**src/rtl/ulpi_link_pkg.sv**
```systemverilog
package ulpi_link_pkg;

  // Width of the shared bus and of a register address field.
  localparam int ULPI_W     = 8;
  localparam int REG_ADDR_W = 6;

  // Upper bits of a register-write command byte.
  localparam logic [ULPI_W-REG_ADDR_W-1:0] REGW_PREFIX = 2'b10;

  typedef enum logic [2:0] {
    S_IDLE,
    S_PKT,
    S_PKT_STOP,
    S_DRAIN,
    S_RW_CMD,
    S_RW_DATA,
    S_RW_STOP
  } link_state_e;

endpackage

```
**src/rtl/ulpi_own_track.sv**
```systemverilog
module ulpi_own_track (
  input  logic clk,
  input  logic rst_n,
  input  logic phy_drives,
  output logic bus_free,
  output logic phy_owned
);

  // Direction seen on the previous edge; a mismatch with the current value
  // marks a turnaround cycle. After reset, ownership is treated as unsettled.
  logic drv_q;
  logic drv_d;

  always_comb begin
    drv_d = phy_drives;
  end

  always_ff @(posedge clk or negedge rst_n) begin
    if (!rst_n) begin
      drv_q <= 1'b1;
    end else begin
      drv_q <= drv_d;
    end
  end

  assign bus_free  = !phy_drives && !drv_q;
  assign phy_owned =  phy_drives &&  drv_q;

endmodule

```
**src/rtl/ulpi_rx_capture.sv**
```systemverilog
module ulpi_rx_capture
  import ulpi_link_pkg::*;
(
  input  logic              clk,
  input  logic              rst_n,
  input  logic              phy_owned,
  input  logic              phy_accept,
  input  logic [ULPI_W-1:0] bus_din,
  output logic [ULPI_W-1:0] rx_data,
  output logic              rx_valid,
  output logic              rx_is_status
);

  logic              cap_en;
  logic              vld_d;
  logic [ULPI_W-1:0] data_d;
  logic              stat_d;

  always_comb begin
    cap_en = phy_owned;
    vld_d  = phy_owned;
    data_d = bus_din;
    stat_d = !phy_accept;
  end

  always_ff @(posedge clk or negedge rst_n) begin
    if (!rst_n) begin
      rx_valid <= 1'b0;
    end else begin
      rx_valid <= vld_d;
    end
  end

  always_ff @(posedge clk or negedge rst_n) begin
    if (!rst_n) begin
      rx_data      <= '0;
      rx_is_status <= 1'b0;
    end else if (cap_en) begin
      rx_data      <= data_d;
      rx_is_status <= stat_d;
    end
  end

endmodule

```
**src/rtl/ulpi_tx_engine.sv**
```systemverilog
module ulpi_tx_engine
  import ulpi_link_pkg::*;
#(
  parameter logic [REG_ADDR_W-1:0] XRST_ADDR = 6'h04,
  parameter int                    XRST_BIT  = 5
) (
  input  logic              clk,
  input  logic              rst_n,
  input  logic              phy_drives,
  input  logic              phy_accept,
  input  logic              bus_free,
  input  logic [ULPI_W-1:0] tx_data,
  input  logic              tx_valid,
  input  logic              tx_last,
  output logic              tx_ready,
  input  logic              xrst_req,
  output logic              xrst_done,
  output logic              tx_abort,
  output logic [ULPI_W-1:0] bus_dout,
  output logic              bus_dout_en,
  output logic              link_stop
);

  localparam logic [ULPI_W-1:0] REGW_CMD = {REGW_PREFIX, XRST_ADDR};
  localparam logic [ULPI_W-1:0] REGW_VAL = {{(ULPI_W-1){1'b0}}, 1'b1} << XRST_BIT;

  link_state_e       state_q, state_d;
  logic [ULPI_W-1:0] dout_q, dout_d;
  logic              oe_q, oe_d;
  logic              stop_q, stop_d;
  logic              abort_q, abort_d;
  logic              done_q, done_d;
  logic              last_q, last_d;
  logic              pend_q, pend_d;
  logic              ready_c;

  // Next-state logic.
  always_comb begin
    state_d = state_q;
    dout_d  = dout_q;
    oe_d    = oe_q;
    last_d  = last_q;
    pend_d  = pend_q || xrst_req;
    stop_d  = 1'b0;
    abort_d = 1'b0;
    done_d  = 1'b0;
    ready_c = 1'b0;

    unique case (state_q)
      S_IDLE: begin
        oe_d   = 1'b0;
        dout_d = '0;
        if (bus_free) begin
          if (pend_q || xrst_req) begin
            state_d = S_RW_CMD;
            dout_d  = REGW_CMD;
            oe_d    = 1'b1;
          end else begin
            ready_c = 1'b1;
            if (tx_valid) begin
              state_d = S_PKT;
              dout_d  = tx_data;
              last_d  = tx_last;
              oe_d    = 1'b1;
            end
          end
        end
      end

      S_PKT: begin
        if (phy_drives) begin
          state_d = last_q ? S_IDLE : S_DRAIN;
          oe_d    = 1'b0;
          dout_d  = '0;
          abort_d = 1'b1;
        end else if (phy_accept) begin
          if (last_q) begin
            state_d = S_PKT_STOP;
            dout_d  = '0;
            stop_d  = 1'b1;
          end else begin
            ready_c = 1'b1;
            if (tx_valid) begin
              dout_d = tx_data;
              last_d = tx_last;
            end
          end
        end
      end

      S_PKT_STOP: begin
        state_d = S_IDLE;
        oe_d    = 1'b0;
      end

      S_DRAIN: begin
        ready_c = 1'b1;
        oe_d    = 1'b0;
        if (tx_valid && tx_last) begin
          state_d = S_IDLE;
        end
      end

      S_RW_CMD: begin
        if (phy_drives) begin
          state_d = S_IDLE;
          oe_d    = 1'b0;
          dout_d  = '0;
          abort_d = 1'b1;
        end else if (phy_accept) begin
          state_d = S_RW_DATA;
          dout_d  = REGW_VAL;
        end
      end

      S_RW_DATA: begin
        if (phy_drives) begin
          state_d = S_IDLE;
          oe_d    = 1'b0;
          dout_d  = '0;
          abort_d = 1'b1;
        end else if (phy_accept) begin
          state_d = S_RW_STOP;
          dout_d  = '0;
          stop_d  = 1'b1;
        end
      end

      S_RW_STOP: begin
        state_d = S_IDLE;
        oe_d    = 1'b0;
        done_d  = 1'b1;
        pend_d  = xrst_req;
      end

      default: begin
        state_d = S_IDLE;
        oe_d    = 1'b0;
        dout_d  = '0;
      end
    endcase
  end

  // Registers.
  always_ff @(posedge clk or negedge rst_n) begin
    if (!rst_n) begin
      state_q <= S_IDLE;
      dout_q  <= '0;
      oe_q    <= 1'b0;
      stop_q  <= 1'b0;
      abort_q <= 1'b0;
      done_q  <= 1'b0;
      last_q  <= 1'b0;
      pend_q  <= 1'b0;
    end else begin
      state_q <= state_d;
      dout_q  <= dout_d;
      oe_q    <= oe_d;
      stop_q  <= stop_d;
      abort_q <= abort_d;
      done_q  <= done_d;
      last_q  <= last_d;
      pend_q  <= pend_d;
    end
  end

  assign tx_ready    = ready_c;
  assign bus_dout    = dout_q;
  assign bus_dout_en = oe_q;
  assign link_stop   = stop_q;
  assign tx_abort    = abort_q;
  assign xrst_done   = done_q;

endmodule

```
**src/rtl/ulpi_link_ctrl.sv**
```systemverilog
module ulpi_link_ctrl
  import ulpi_link_pkg::*;
#(
  parameter logic [REG_ADDR_W-1:0] XRST_ADDR = 6'h04,
  parameter int                    XRST_BIT  = 5
) (
  input  logic              clk,
  input  logic              rst_n,
  input  logic              phy_drives,
  input  logic              phy_accept,
  input  logic [ULPI_W-1:0] bus_din,
  output logic [ULPI_W-1:0] bus_dout,
  output logic              bus_dout_en,
  output logic              link_stop,
  input  logic [ULPI_W-1:0] tx_data,
  input  logic              tx_valid,
  input  logic              tx_last,
  output logic              tx_ready,
  input  logic              xrst_req,
  output logic              xrst_done,
  output logic              tx_abort,
  output logic [ULPI_W-1:0] rx_data,
  output logic              rx_valid,
  output logic              rx_is_status
);

  logic bus_free;
  logic phy_owned;

  ulpi_own_track own_i (
    .clk        (clk),
    .rst_n      (rst_n),
    .phy_drives (phy_drives),
    .bus_free   (bus_free),
    .phy_owned  (phy_owned)
  );

  ulpi_rx_capture rx_i (
    .clk          (clk),
    .rst_n        (rst_n),
    .phy_owned    (phy_owned),
    .phy_accept   (phy_accept),
    .bus_din      (bus_din),
    .rx_data      (rx_data),
    .rx_valid     (rx_valid),
    .rx_is_status (rx_is_status)
  );

  ulpi_tx_engine #(
    .XRST_ADDR (XRST_ADDR),
    .XRST_BIT  (XRST_BIT)
  ) tx_i (
    .clk         (clk),
    .rst_n       (rst_n),
    .phy_drives  (phy_drives),
    .phy_accept  (phy_accept),
    .bus_free    (bus_free),
    .tx_data     (tx_data),
    .tx_valid    (tx_valid),
    .tx_last     (tx_last),
    .tx_ready    (tx_ready),
    .xrst_req    (xrst_req),
    .xrst_done   (xrst_done),
    .tx_abort    (tx_abort),
    .bus_dout    (bus_dout),
    .bus_dout_en (bus_dout_en),
    .link_stop   (link_stop)
  );

endmodule

```
**config.mk**
```make
export PLATFORM = sky130hd
export DESIGN_NAME = ulpi_link_ctrl
export DESIGN_NICKNAME = d
export VERILOG_FILES = /design/src/rtl/ulpi_link_pkg.sv /design/src/rtl/ulpi_own_track.sv /design/src/rtl/ulpi_rx_capture.sv /design/src/rtl/ulpi_tx_engine.sv /design/src/rtl/ulpi_link_ctrl.sv
export SDC_FILE = /design/constraint.sdc
export NUM_CORES = 1
export LEC_CHECK = 0
export ABC_AREA = 1
export BUFFER_PORTS_ARGS = -buffer_cell sky130_fd_sc_hd__buf_2
export CAP_MARGIN = 20
export CELL_PAD_IN_SITES_DETAIL_PLACEMENT = 0
export CELL_PAD_IN_SITES_GLOBAL_PLACEMENT = 1
export CORE_MARGIN = 3
export CORE_UTILIZATION = 37
export CTS_CLUSTER_DIAMETER = 30
export CTS_CLUSTER_SIZE = 12
export DETAILED_ROUTE_END_ITERATION = 10
export GPL_ROUTABILITY_DRIVEN = 1
export PLACE_DENSITY = 0.9
export SKIP_LAST_GASP = 1
export SYNTH_ARGS = -nofsm -noshare
export SYNTH_HDL_FRONTEND = slang
export SYNTH_SLANG_ARGS = --single-unit
```
**constraint.sdc**
```tcl
create_clock -name clk -period 1.4 [get_ports clk]
set_clock_uncertainty 0.05 [all_clocks]
set_input_delay 0.28 -clock clk [delete_from_list [all_inputs] [get_ports clk]]
set_output_delay 0.28 -clock clk [all_outputs]
set_load 0.05 [all_outputs]
```
Word level (Yosys, flattened, before mapping)
Cells that the tools add are included.
Widths: inputs -> output; s select.
- flip-flop bits (word level): 28
- input bits: 23
- output and inout port bits: 23
- word-level logic and storage cells: 100
- eq/ne operators: 19
- mux-type cells: 54
- bitwise gates (word level): 1
- reductions and logical operators: 14
- operators with widths (kind ; count):
    $mux 8 ; 11
    $pmux 8 s5 ; 1
    $mux 3 ; 11
    $mux 1 ; 25
    $pmux 3 s5 ; 1
    $ne 2x2->1 const B ; 5
    $eq 3x3->1 const B ; 3
    $ne 3x3->1 const B ; 3
    $reduce_and 7->1 ; 1
    $eq 3x2->1 const B ; 2
    $ne 3x2->1 const B ; 2
    $pmux 1 s2 ; 3
    $reduce_and 6->1 ; 1
    $reduce_or 3->1 ; 2
    $reduce_and 5->1 ; 1
    $ne 2x1->1 const B ; 2
    $ne 4x3->1 const B ; 1
    $eq 3x1->1 const B ; 1
    $logic_and 1x1->1 ; 3
    $logic_not 1->1 ; 3
    $logic_not 3->1 ; 1
    $pmux 1 s3 ; 1
    $mux 2 ; 1
    $reduce_bool 2->1 ; 1
    2 further kinds ; 2

Longest topological paths before layout
- word-level depth: 5
- depth in mapped cells: 10
- mapped depth without buffers: 8

Cells and area by module
Synthesis repeated with hierarchy kept, for this count alone.
- cell total of the unflattened synthesis: 195
- area total of the unflattened synthesis: 1500.2 µm²
- modules (own cells, without submodules) (module ; times used ; cells each ; area each (µm²) ; seq. area each (µm²)):
    ulpi_tx_engine ; 1 ; 151 ; 1092.3 ; 425.4
    ulpi_rx_capture ; 1 ; 40 ; 370.4 ; 250.2
    ulpi_own_track ; 1 ; 4 ; 37.5 ; 26.3

Worst setup path after synthesis
OpenSTA, ideal clock, no wires.
- path type: register to output
- start: register tx_i.state_q[0]
- end: output port tx_ready
- arrival: 1679 ps
- required time: 1070 ps
- slack: -609 ps
- cell stages (with the launch flop): 7
- path buffers: 1
- cell sequence: dfrtp_1 buf_6 nor2_8 nand2_4 inv_2 nand2_1 o221ai_1
- cells in the longest elaborated chain, start to end: 2
- elaborated cells on any way between the ends: 4
- classes of those cells: 2 x eq/ne; 1 x mux; 1 x reduce/logical
- ends and longest elaborated chain (element ; line ; text):
    start, declared ; ulpi_tx_engine.sv:27 ; link_state_e state_q, state_d;
    start signal, assigned ; ulpi_tx_engine.sv:156 ; state_q <= state_d;
    $eq 3x2->1, or another cell as far along ; ulpi_tx_engine.sv:49 ; unique case (state_q)
    $pmux 1 s3 (*) ; ulpi_tx_engine.sv:49 ;
    end, declared ; ulpi_link_ctrl.sv:18 ; output logic tx_ready,
Every way passes the cells marked *; elsewhere a longest branch is shown, timed or not.

Worst setup path in the final report
- start: register tx_i.state_q[2]
- end: output port tx_ready
The elaborated chain is that of the path after synthesis.

==> flow_summary.ini <==
[floorplan]
die_area_mm2 = 0.00522
core_mm2 = 0.00412
row_count = 23
initial_core_util_pct = 39.5
io_pins = 46
dieHeight_um = 72.3
die_w_um = 72.3

[yosys]
synth_largest_area_cell = dfrtp_1
yosys_register_bits = 28
yosysWarningCount = 0
netlist.area_leader.share_pct = 41.6
synth.distinct_cells = 30
avgSynthCellArea_um2 = 8.13
synth.area.top_cells = dfrtp_1, nand2_1, nand4_1
synth_fp_nets = 223
mappedNetlistArea_mm2 = 0.00163
ys.flop_type = dfrtp_1
synth_edf_count = 0
yosysSeqAreaShare_pct = 43.2
synthesis.instances = 200
synthArstFlopShare_pct = 100

[critical_path]
endpoint_kind = output pin
cp_slowest_cell = dfrtp_2
cp_top_family = flip-flops
cp_common_cell = nand2_4
cp.required_ps = 1070
slowest_delay_ps = 490
cp_max_fo = 3
crit_chain = nor2_8 > nand2_4 > inv_4 > nand2_4 > o221ai_4 > buf_6
critical_path_class = reg2out
arrival_ps = 1400
path_buf_inv = 2
cp-start-kind = register

[cells_and_area]
design_area_mm2 = 0.00222
drive_gt1_share_pct = 41.8
mostFrequentLayoutCells = nand2_1, buf_2, buf_4, dfrtp_1, nand4_1
final_util_pct = 54.0
fin_cells = 325
areaGrowthSynthToFinish_pct = 36.8
layout.nets = 299
final_common_cell = nand2_1
antenna_cells = 0

[clocking]
clock_sinks = 28
clk_latency_ps = 280
cts.reportedPaths.clkPinSlew_ps = 100
cts_inserted_buffers = 3
cts_tree = yes
root_buffer = clkbuf_8
clock_path_buffers = 2
htree_levels = 1

[placed_design]
place_ws_ps = -178
hpwl_um = 3260
place_congestion = 0.920
io_buffers = 45
dpl_cell_area_mm2 = 0.00208
placed_cells = 317

[timing]
rsz0062_at_grt = yes
max_slew.worst_pin.slew_ps = 380
period_minus_slack_ps = 1730
worst_slack_ps = -333
finalMaxSlewViolations = 0
clock.fmax_ghz = 0.577
hold_viol_final = 0
period_share_pct = 124
slew_headroom_pct = 74.7
setup_viol = 12
setup_tns_ps = -1640

[outcome]
status = finished with violations
violations = setup timing

[global_routing]
grt_max_degree = 29
globalRouteOverflowTotal = 0
antenna_found_initial = 0
grt_util_all_layers_pct = 18.0
grt_pass1_vias = 1553
grt_pass1_wl_um = 7420

[power]
p_seq_share_pct = 28.5
p_sw_share_pct = 46.3
p_sw_uw = 1850
p_int_uw = 2140
vdd_drop_max_uv = 789
pwr-share-comb_pct = 55.3
power_leakage_uw = 0.00122
p_clk_share_pct = 16.2
powerDensity_mw_per_mm2 = 1800

[detailed_routing]
drt_iter0_drc = 70
drc = 0
detail-route-antenna-nets = 0
wl_um = 4290
wl_per_cell_um = 13.2
via_count = 1583
via_per_inst = 4.87
drt-pass1-iter-count = 4

[worst_hold_path]
hold_path_class = in2reg

[flow_run]
max-cap-violations = 0
-- final timing paths --
path	from	slack, ps	to	depth (start not counted)
max in group asynchronous	rst_n	510	own_i.drv_q$_DFF_PN1_	3
hold reg to reg	rx_i.rx_data[0]$_DFFE_PN0P_	430	rx_i.rx_data[0]$_DFFE_PN0P_	2
setup reg to reg	tx_i.state_q[2]$_DFFE_PN0P_	-140	tx_i.bus_dout[3]$_DFFE_PN0P_	7
min in group asynchronous	rst_n	480	tx_i.link_stop$_DFF_PN0_	3
setup / recovery	tx_i.state_q[2]$_DFFE_PN0P_	-330	tx_ready	6
hold / removal	bus_din[0]	140	rx_i.rx_data[0]$_DFFE_PN0P_	3
-- final cells by class --
type                    count  area (um2)
clock buffers               3        41.3
clock inverters             1        30.0
fillers                   398        1890
inverters                  14        65.1
multi-input cells         151         833
flip-flops and latches     28         706
well taps                  50        62.6
repair buffers             78         485
-- worst reg2reg max path, stage by stage (launching register included) --
cell and delay [ps]:
dfrtp_2 490, buf_6 150, buf_4 160, o211ai_2 220, nand2_2 100, nor2_4 190
nand2_1 80, nand2_1 70
-- per-layer routing --
| layer | GRT usage (%) | vias to the layer above | wire (um) | part of all wire (%) |
|---|---|---|---|---|
| li1 | - | 802 | - | - |
| met1 | 25.7 | 719 | 1980 | 46 |
| met2 | 28.5 | 60 | 1940 | 45 |
| met3 | 2.49 | 2 | 344 | 8.0 |
| met4 | 4.80 | 0 | 27 | 0.63 |
| met5 | 0 | - | 0 | 0 |
-- power by group through the flow --
stage | registers (uW) | clock network [uW] | logic [uW]
4_1_cts | 1140 | 681 | 2200
3_3_place_gp | 1140 | 0 | 2070
6_report | 1140 | 648 | 2210
3_5_place_dp | 1150 | 0 | 2080
5_1_grt | 1160 | 708 | 2400
2_1_floorplan | 1470 | 0 | 1070
-- synthesized netlist by cell type, types with 2 or more instances --
master,n
nor2_1,8
buf_6,4
nor2_4,5
o21ai_0,10
nand2_1,83
inv_2,2
nor2_8,2
nand4_1,12
nor3_1,3
nand3_1,12
a21oi_1,2
dfrtp_1,27
nand2_2,2
nor2_2,2
inv_4,2
nand2_4,3
inv_1,8
-- cell families (layout without fill, tap and decap cells) --
| kind of cell | count (synthesis) | after routing | synth area share (%) |
|---|---|---|---|
| simple gates | 135 | 135 | 42.4 |
| flops | 28 | 28 | 43.2 |
| buf+inv | 21 | 96 | 8.39 |
| compound gates | 16 | 16 | 6.01 |
-- metrics by stage --
step           hold slack (ps)  total power, uW
2_1_floorplan            -65.6             2540
3_3_place_gp               254             3210
3_5_place_dp               259             3220
4_1_cts                    131             4020
5_1_grt                    145             4270
6_report                   140             3990
-- timing repair --
item	in CTS	in global routing
setup buffers	4	0
hold endpoints to repair	27	0
setup endpoints to repair	15	13
hold buffers	1	0
gates resized for setup	11	0
pin swaps	3	1
Note: power is estimated with default switching activity, not from simulation.
